File: config.mk
export PLATFORM = sky130hd
export DESIGN_NAME = out_div_sync
export DESIGN_NICKNAME = d
export VERILOG_FILES = /design/src/rtl/out_div_sync.sv
export SDC_FILE = /design/constraint.sdc
export NUM_CORES = 1
export LEC_CHECK = 0
export ABC_CLOCK_PERIOD_IN_PS = 4900
export BUFFER_PORTS_ARGS = -buffer_cell sky130_fd_sc_hd__buf_2
export CELL_PAD_IN_SITES_DETAIL_PLACEMENT = 0
export CELL_PAD_IN_SITES_GLOBAL_PLACEMENT = 1
export CORE_AREA = 2 2 39 41
export CTS_CLUSTER_DIAMETER = 150
export DETAILED_ROUTE_END_ITERATION = 10
export DIE_AREA = 0 0 41 43
export GPL_TIMING_DRIVEN = 0
export PLACE_DENSITY_LB_ADDON = 0.1
export SETUP_SLACK_MARGIN = 0.05
export SYNTH_ARGS = -nofsm -noshare
export SYNTH_HDL_FRONTEND = slang
export SYNTH_SLANG_ARGS = --single-unit
File: constraint.sdc
create_clock -name vco_clk -period 4.9 [get_ports vco_clk]
set_input_delay 0.49 -clock vco_clk [delete_from_list [all_inputs] [get_ports vco_clk]]
set_output_delay 0.49 -clock vco_clk [all_outputs]
set_load 0.01 [all_outputs]
File: src/rtl/out_div_sync.sv
module out_div_sync #(
  parameter int MAX_DIV = 8
) (
  input  logic       vco_clk,
  input  logic       rst_n,
  input  logic [1:0] n_sel,
  input  logic       oe_in,
  output logic       clk_out
);
  localparam int CW = $clog2(MAX_DIV);
  localparam int RW = CW + 1;

  logic [CW-1:0] cnt_q, cnt_n;
  logic [RW-1:0] ratio_q, ratio_n, code_ratio;
  logic          en_q, en_n, div_q, byp_q, wrap;

  always_comb begin
    case (n_sel)
      2'b00:   code_ratio = RW'(2);
      2'b01:   code_ratio = RW'(4);
      2'b10:   code_ratio = RW'(8);
      default: code_ratio = RW'(1);
    endcase
  end

  assign wrap    = ({1'b0, cnt_q} == ratio_q - RW'(1));
  assign cnt_n   = wrap ? '0 : cnt_q + CW'(1);
  assign ratio_n = wrap ? code_ratio : ratio_q;
  assign en_n    = wrap ? oe_in : en_q;

  always_ff @(posedge vco_clk or negedge rst_n) begin
    if (!rst_n) begin
      cnt_q   <= '0;
      ratio_q <= RW'(1);
      en_q    <= 1'b0;
      div_q   <= 1'b0;
    end else begin
      cnt_q   <= cnt_n;
      ratio_q <= ratio_n;
      en_q    <= en_n;
      div_q   <= en_n & ({1'b0, cnt_n} < (ratio_n >> 1));
    end
  end

  // pass-through gate changes only while the VCO clock is low
  always_ff @(negedge vco_clk or negedge rst_n) begin
    if (!rst_n) byp_q <= 1'b0;
    else        byp_q <= en_q & (ratio_q == RW'(1));
  end

  assign clk_out = div_q | (vco_clk & byp_q);
endmodule


Word level (Yosys, flattened, before mapping) --
Cells that the tools add are included.
Cells by class: add/sub/neg operators 2, $lt $le $gt $ge 1, eq/ne operators 4, mux-type cells 4, bitwise gates (word level) 4, reductions and logical operators 1
Operators with widths (number):
- $pmux 4 s3 | 1
- $eq 3x4->1 | 1
- $eq 4x1->1 const B | 1
- $mux 4 | 1
- $sub 4x1->4 const B | 1
- $add 3x1->3 const B | 1
- $and 1x1->1 | 3
- $lt 3x3->1 | 1
- $mux 3 | 1
- $eq 2x1->1 const B | 1
- $eq 2x2->1 const B | 1
- $logic_not 2->1 | 1
- $mux 1 | 1
- $or 1x1->1 | 1
Word-level totals: register bits 10, input bits 5, output and inout bits 1, logic and storage cells 22

Logic depth before layout (Yosys ltp) --
Gate-level depths: netlist of the first run.
depth in word-level cells 5, depth in mapped cells 12, gate-level depth less buffers 11

==> impl_metrics.env, run 1 <==
export IMPL_route_met2_wl_um=636
export IMPL_crit_chain="a21o_1, buf_2"
export IMPL_switching_share_pct=38.15
export IMPL_rsz0062_at_grt="no"
export IMPL_hold_class="in2reg"
export IMPL_regToRegSetupSlack_ns=1.49
export IMPL_met1Wirelength_um=472
export IMPL_hold_depth=2
export IMPL_total_power_mw=0.5624
export IMPL_drcViolationCount=0
export IMPL_place_congestion=0.6897
export IMPL_vias=421
export IMPL_track_usage_pct=18.41
export IMPL_final_nets=74
export IMPL_synth_cells=50
export IMPL_status="finished clean"
export IMPL_io_pins=6
export IMPL_layout_common_cells="8 x dfrtp_1, 6 x clkbuf_4, 5 x ha_1, 5 x buf_2, 4 x mux2i_1"
export IMPL_p_int_mw=0.3479
export IMPL_drtPass1Iterations=3
export IMPL_wl_met3_um=44
export IMPL_critPathTopFamily="flip-flops"
export IMPL_ir_drop_v=0.0003257
export IMPL_slew_viol_final=0
export IMPL_crit_path_max_incr_delay_ns=0.39
export IMPL_core_area_mm2=0.001384
export IMPL_routed_via_density=5.329
export IMPL_ys_seq_area_share_pct=42.23
export IMPL_seqCellArea_um2=251.5
export IMPL_critPathCapture="clk_out"
export IMPL_grt_ovfl_total=0
export IMPL_grt_start_max_net_pins=11
export IMPL_synth_area_um2=595.6
export IMPL_ant_nets=0
export IMPL_arrival_ns=3.45
export IMPL_yosysWarnings=0
export IMPL_die_area_mm2=0.001763
export IMPL_switchingPower_mw=0.2145
export IMPL_synth_fp_nets=60
export IMPL_routedWlPerCell_um=14.72
export IMPL_cts_tree="yes"
export IMPL_area_delta_synth_final_pct=19.12
export IMPL_clock_power_share_pct=21.0
export IMPL_finalClockSkew_ns=0.01725
export IMPL_io_buffers=5
export IMPL_first_iter_violations=3
export IMPL_cp_start_kind="flop"
export IMPL_crit_buf_inv=1
export IMPL_antenna_found_initial=0
export IMPL_cts_clk_slew_worst_paths_ns=0.07
export IMPL_hold_viol=0
export IMPL_nFillCells=126
export IMPL_worst_path_stages=2
export IMPL_tns_ns=0
export IMPL_grt_pass1_vias=502
export IMPL_syn_mean_instance_area_um2=11.91
export IMPL_clock_latency_ns=0.39
export IMPL_drive_above_1_share_pct=31.75
export IMPL_setup_viol=0
export IMPL_powerDensity_mw_per_mm2=792.8
export IMPL_r2r_cells=4
export IMPL_p_leak_nw=0.3696
export IMPL_top_layer="met4"
export IMPL_die_h_um=43
export IMPL_required_ns=4.41
export IMPL_drt_total_wl_um=1163
export IMPL_synth_seq_cells=10
export IMPL_cap_viol_max_count=0
export IMPL_criticalPathCategory="reg2out"
export IMPL_synth_distinct_cells=24
export IMPL_end_kind="output pin"
export IMPL_r2r_end="byp_q"
export IMPL_p_comb_share_pct=50.2
export IMPL_cp_max_fo=1
export IMPL_postCtsSetupRepairBufs=0
export IMPL_grt_pass1_wl_um=1973
export IMPL_startpoint="byp_q"
export IMPL_num_rows=14
export IMPL_fp_dieW_um=41
export IMPL_pwr_share_seq_pct=28.8
export IMPL_start_util_pct=43.04
export IMPL_r2r_start="ratio_q[1]"
export IMPL_relSlewSlack_pct=84.04
export IMPL_worstMarginPinSlew_ns=0.2394
export IMPL_place_hpwl_um=866.9
export IMPL_critPathSlowestCell="dfrtn_1"
export IMPL_final_common_cell="dfrtp_1"
export IMPL_antenna_cells=0
export IMPL_multi_input_area_um2=325.3
## cell type report
cell class / instances / area share (%)
tap: 16 / 2.822
timing repair buffer: 5 / 4.233
multi-input combinational: 37 / 45.86
buffer: 1 / 1.587
inverter: 2 / 1.058
sequential: 10 / 35.45
clock buffer: 8 / 8.995
## Yosys cell counts (all sizes together)
cell / n / area share, %
nand3: 1 / 0.84
nor3b: 1 / 2.1
ha: 5 / 11
nor3: 2 / 1.7
nand2: 3 / 1.9
a21oi: 1 / 0.84
mux2: 4 / 9.5
mux2i: 4 / 6.7
nor2: 1 / 0.63
dfrtn: 1 / 4.2
o21ai: 1 / 0.84
nor2b: 3 / 3.2
and4bb: 1 / 2.1
xnor2: 1 / 1.5
o211ai: 2 / 3.4
dfrtp: 8 / 34
inv: 2 / 1.3
xor2: 3 / 4.4
buf: 1 / 1.9
a21o: 2 / 2.5
dfstp: 1 / 4.4
and2: 2 / 2.1
## metrics by stage
stage | instances | setup slack [ns] | hold WS [ns] | util (%) | area, µm²
2_1_floorplan | 50 | 1.457 | 0.1944 | - | 595.6
3_3_place_gp | 71 | 1.387 | 0.3527 | 46.29 | 640.6
3_5_place_dp | 71 | 1.385 | 0.3635 | 46.29 | 640.6
4_1_cts | 79 | 0.9467 | 0.3577 | 51.27 | 709.4
5_1_grt | 79 | 0.9302 | 0.3601 | 51.27 | 709.4
6_report | 79 | 0.9588 | 0.3620 | 51.27 | 709.4
## cells by family (layout without fill, tap and decap cells)
| family | Yosys count | count (layout) | synth area share (%) |
|---|---|---|---|
| AOI/OAI and AO/OA | 6 | 6 | 7.561 |
| xor gates and xnor gates | 4 | 4 | 5.883 |
| adders and majority gates | 5 | 5 | 10.50 |
| buffers and inverters | 3 | 16 | 3.152 |
| DFF | 10 | 10 | 42.23 |
| muxes | 8 | 8 | 16.18 |
| and+or+nand+nor | 14 | 14 | 14.49 |
## worst min path at each step
stage,start,to
global route,oe_in,en_q
finish,oe_in,en_q
detailed placement,rst_n,cnt_q[1]
global placement,rst_n,cnt_q[2]
CTS,oe_in,en_q
floorplan,rst_n,cnt_q[0]
## registers in the layout, indices dropped and copies added, names as in the netlist
signal and cells:
ratio_q 4, cnt_q 3, byp_q 1, div_q 1
en_q 1
## power groups by stage
| stage | Clock (mW) | Combinational [mW] | Sequential (mW) |
|---|---|---|---|
| after floorplan | 0.00522 | 0.235 | 0.150 |
| after global routing | 0.128 | 0.320 | 0.168 |
| after CTS | 0.124 | 0.286 | 0.162 |
| final | 0.118 | 0.282 | 0.162 |
| after detailed placement | 0.00811 | 0.283 | 0.163 |
| after global placement | 0.00811 | 0.265 | 0.159 |
## what timing repair did
action,in CTS,in global routing
setup endpoints to repair,0,0
hold buffers,1,0
endpoints found under the hold margin,8,0
gates resized for setup,0,0
## layer usage
metal / track usage (%) / up-vias
li1: - / 199
met4: 14.00 / 0
met5: 0 / -
met2: 27.50 / 7
met1: 18.12 / 213
met3: 9.424 / 2
No activity file was read; power rests on OpenSTA's default activity.
==> inputs of run 2 (changes only) <==
--- a/config.mk
+++ b/config.mk
@@ -5,14 +5,14 @@
 export SDC_FILE = /design/constraint.sdc
 export NUM_CORES = 1
 export LEC_CHECK = 0
-export ABC_CLOCK_PERIOD_IN_PS = 4900
+export ABC_AREA = 1
+export ABC_CLOCK_PERIOD_IN_PS = 4130
 export BUFFER_PORTS_ARGS = -buffer_cell sky130_fd_sc_hd__buf_2
 export CELL_PAD_IN_SITES_DETAIL_PLACEMENT = 0
 export CELL_PAD_IN_SITES_GLOBAL_PLACEMENT = 1
-export CORE_AREA = 2 2 39 41
+export CORE_UTILIZATION = 41
 export CTS_CLUSTER_DIAMETER = 150
 export DETAILED_ROUTE_END_ITERATION = 10
-export DIE_AREA = 0 0 41 43
 export GPL_TIMING_DRIVEN = 0
 export PLACE_DENSITY_LB_ADDON = 0.1
 export SETUP_SLACK_MARGIN = 0.05
==> constraint.sdc (replaced) <==
create_clock -name vco_clk -period 4.13 [get_ports vco_clk]
set_input_delay 0.413 -clock vco_clk [delete_from_list [all_inputs] [get_ports vco_clk]]
set_output_delay 0.413 -clock vco_clk [all_outputs]
set_load 0.01 [all_outputs]
==> run 2 against run 1 <==
Cell count up 29%. Global-route usage grew 2.4 points. Worst setup slack worse by 0.31 ns. Sequential share of layout area shrank 1.0 points. Clock skew increased by 0.0046 ns.
==> impl_metrics.env, run 2 <==
export IMPL_drive_above_1_share_pct=33.33
export IMPL_arrival_ns=3.07
export IMPL_slew_viol_final=0
export IMPL_io_pins=6
export IMPL_criticalPathCategory="reg2out"
export IMPL_hold_class="in2reg"
export IMPL_synth_top_family_by_area="simple AND/OR/NAND/NOR gates"
export IMPL_end_kind="output pin"
export IMPL_synth_compound_area_share_pct=9.312
export IMPL_grt_pass1_wl_um=1994
export IMPL_drcViolationCount=0
export IMPL_yosysWarnings=0
export IMPL_routed_via_density=4.618
export IMPL_ir_drop_v=0.0004092
export IMPL_fp_dieW_um=40.83
export IMPL_synth_top_area_share_pct=32.39
export IMPL_cp_start_kind="flop"
export IMPL_io_buffers=5
export IMPL_reg_largest_list="ratio_q: 4 flops, cnt_q: 3 flops"
export IMPL_synth_edf_count=0
export IMPL_status="finished clean"
export IMPL_place_congestion=0.6746
export IMPL_synth_fp_nets=84
export IMPL_relSlewSlack_pct=83.95
export IMPL_postCtsSetupRepairBufs=0
export IMPL_final_util_pct=54.12
export IMPL_fin_cells=102
export IMPL_cts_clk_slew_worst_paths_ns=0.07
export IMPL_cap_viol_max_count=0
export IMPL_synth_main_ff_cell="dfrtp_1"
export IMPL_design_area_um2=730.7
export IMPL_grt_ovfl_total=0
export IMPL_synth_cells=74
export IMPL_tns_ns=0
export IMPL_synthAdderAreaFrac_pct=10.12
export IMPL_ant_nets=0
export IMPL_grt_start_max_net_pins=11
export IMPL_die_area_mm2=0.001667
export IMPL_synth_distinct_cells=25
export IMPL_routedWlPerCell_um=11.25
export IMPL_synth_mux_area_share_pct=0
export IMPL_r2r_start="ratio_q[1]"
export IMPL_vias=471
export IMPL_place_hpwl_um=888.5
export IMPL_synth_area_um2=618.1
export IMPL_yosysTopAreaCell="dfrtp_1"
export IMPL_cts_tree="yes"
export IMPL_async_flop_share_pct=100.0
export IMPL_worstMarginPinSlew_ns=0.2408
export IMPL_core_area_mm2=0.001350
export IMPL_powerDensity_mw_per_mm2=924.1
export IMPL_required_ns=3.72
export IMPL_yosys_cell_count_top_type="nand2_1"
export IMPL_whs_ns=0.2921
export IMPL_top_register="ratio_q"
export IMPL_synthTopCellsByArea="dfrtp_1 32%, ha_1 10%, nand2_1 7.9%, inv_1 6.1%, dfstp_2 4.3%"
export IMPL_ys_seq_area_share_pct=40.69
export IMPL_first_iter_violations=3
export IMPL_start_util_pct=45.78
export IMPL_crit_path_max_incr_delay_ns=0.40
export IMPL_p_leak_nw=0.4006
export IMPL_critPathTopFamily="flip-flops"
export IMPL_track_usage_pct=20.86
export IMPL_nFillCells=138
export IMPL_area_delta_synth_final_pct=18.22
export IMPL_synth_seq_cells=10
export IMPL_rsz0062_at_grt="no"
export IMPL_num_rows=13
export IMPL_hold_viol=0
export IMPL_antenna_found_initial=0
export IMPL_critPathSlowestCell="dfrtn_1"
export IMPL_setup_viol=0
export IMPL_final_nets=98
export IMPL_antenna_cells=0
export IMPL_layout_common_cells="13 x nand2_1, 10 x inv_1, 8 x dfrtp_1"
export IMPL_clock_latency_ns=0.39
export IMPL_place_area_um2=661.9
export IMPL_largest_reg_flops=4
export IMPL_startpoint="byp_q"
export IMPL_syn_mean_instance_area_um2=8.353
export IMPL_final_common_cell="nand2_1"
export IMPL_synth_simple_gate_area_share_pct=28.95
export IMPL_drtPass1Iterations=2
export IMPL_synth_xor_area_share_pct=1.417
export IMPL_hold_path_startpoint="n_sel[1]"
export IMPL_synth_common_cells="13 x nand2_1, 10 x inv_1, 8 x dfrtp_1"
export IMPL_grt_pass1_vias=491
export IMPL_cp_max_fo=1
export IMPL_finalClockSkew_ns=0.02182
export IMPL_crit_buf_inv=1
export IMPL_drt_total_wl_um=1148
export IMPL_crit_chain="a21o_1, buf_2"
export IMPL_die_h_um=40.83
export IMPL_placed_cells=94
[run 2: changes by cell type in the layout (fill, tap and decap cells not counted), sizes merged, moves of 2 or more]
cell    change
inv        +13
nand2      +13
nor2        +7
nand3       +5
mux2        -4
mux2i       -4
nor2b       -3
o21ai       +3
xor2        -3
a21oi       +2
o211ai      -2
[run 2: final timing paths]
kind | end | slack (ns) | cells after the start
min in group asynchronous | ratio_q[3] | 0.43 | 2
setup / recovery | clk_out | 0.64 | 2
max in group asynchronous | byp_q | 1.54 | 2
setup reg to reg | byp_q | 1.21 | 4
hold / removal | ratio_q[0] | 0.29 | 3
hold reg to reg | ratio_q[0] | 0.54 | 2
[run 2: logic make-up after synthesis]
| kind of cell | count (synthesis) |
|---|---|
| and+or+nand+nor | 35 |
| buffers and inverters | 15 |
| DFF | 10 |
| AOI/OAI and AO/OA | 8 |
| adders and majority gates | 5 |
| xor gates and xnor gates | 1 |
[run 2: stage by stage]
stage | total power [mW] | setup WS [ns]
floorplan | 0.4786 | 1.149
global placement | 0.5453 | 1.065
detailed placement | 0.5519 | 1.067
CTS | 0.6881 | 0.6295
global route | 0.7620 | 0.5686
finish | 0.6752 | 0.6441
[run 2: routing by layer]
metal / vias to the layer above / wire length [µm] / track usage [%]
met1: 207 / 558 / 22.15
li1: 255 / - / -
met5: - / 0 / 0
met3: 3 / 38 / 14.67
met4: 0 / 10 / 12.50
met2: 6 / 541 / 29.69
[run 2: where the power goes]
part / switching (mW) / internal (mW)
combinational: 0.215 / 0.141
sequential: 0.0334 / 0.147
clock: 0.0477 / 0.0913
total: 0.296 / 0.379
[run 2: worst register-to-register path, delay by kind of cell, from the launching register on]
kind	cells	cell delay, ns
adder cells (fa/ha/maj)	1	0.19
AND/OR/NAND/NOR	2	0.11
flip-flops	1	0.35
buffers and inverters	1	0.08
[run 2: final cells by class]
cell class / instances / area [µm²] / share of cell area [%]
Clock buffer: 8 / 63.81 / 8.733
Tap cell: 15 / 18.77 / 2.568
Multi-Input combinational cell: 49 / 307.8 / 42.12
Inverter: 15 / 58.81 / 8.048
Sequential cell: 10 / 251.5 / 34.42
Timing Repair Buffer: 5 / 30.03 / 4.110
[run 2: timing repair]
| action | 4_1_cts | 5_1_grt |
|---|---|---|
| hold buffers | 1 | 0 |
| endpoints found under the hold margin | 8 | 0 |
| resized for setup | 0 | 0 |
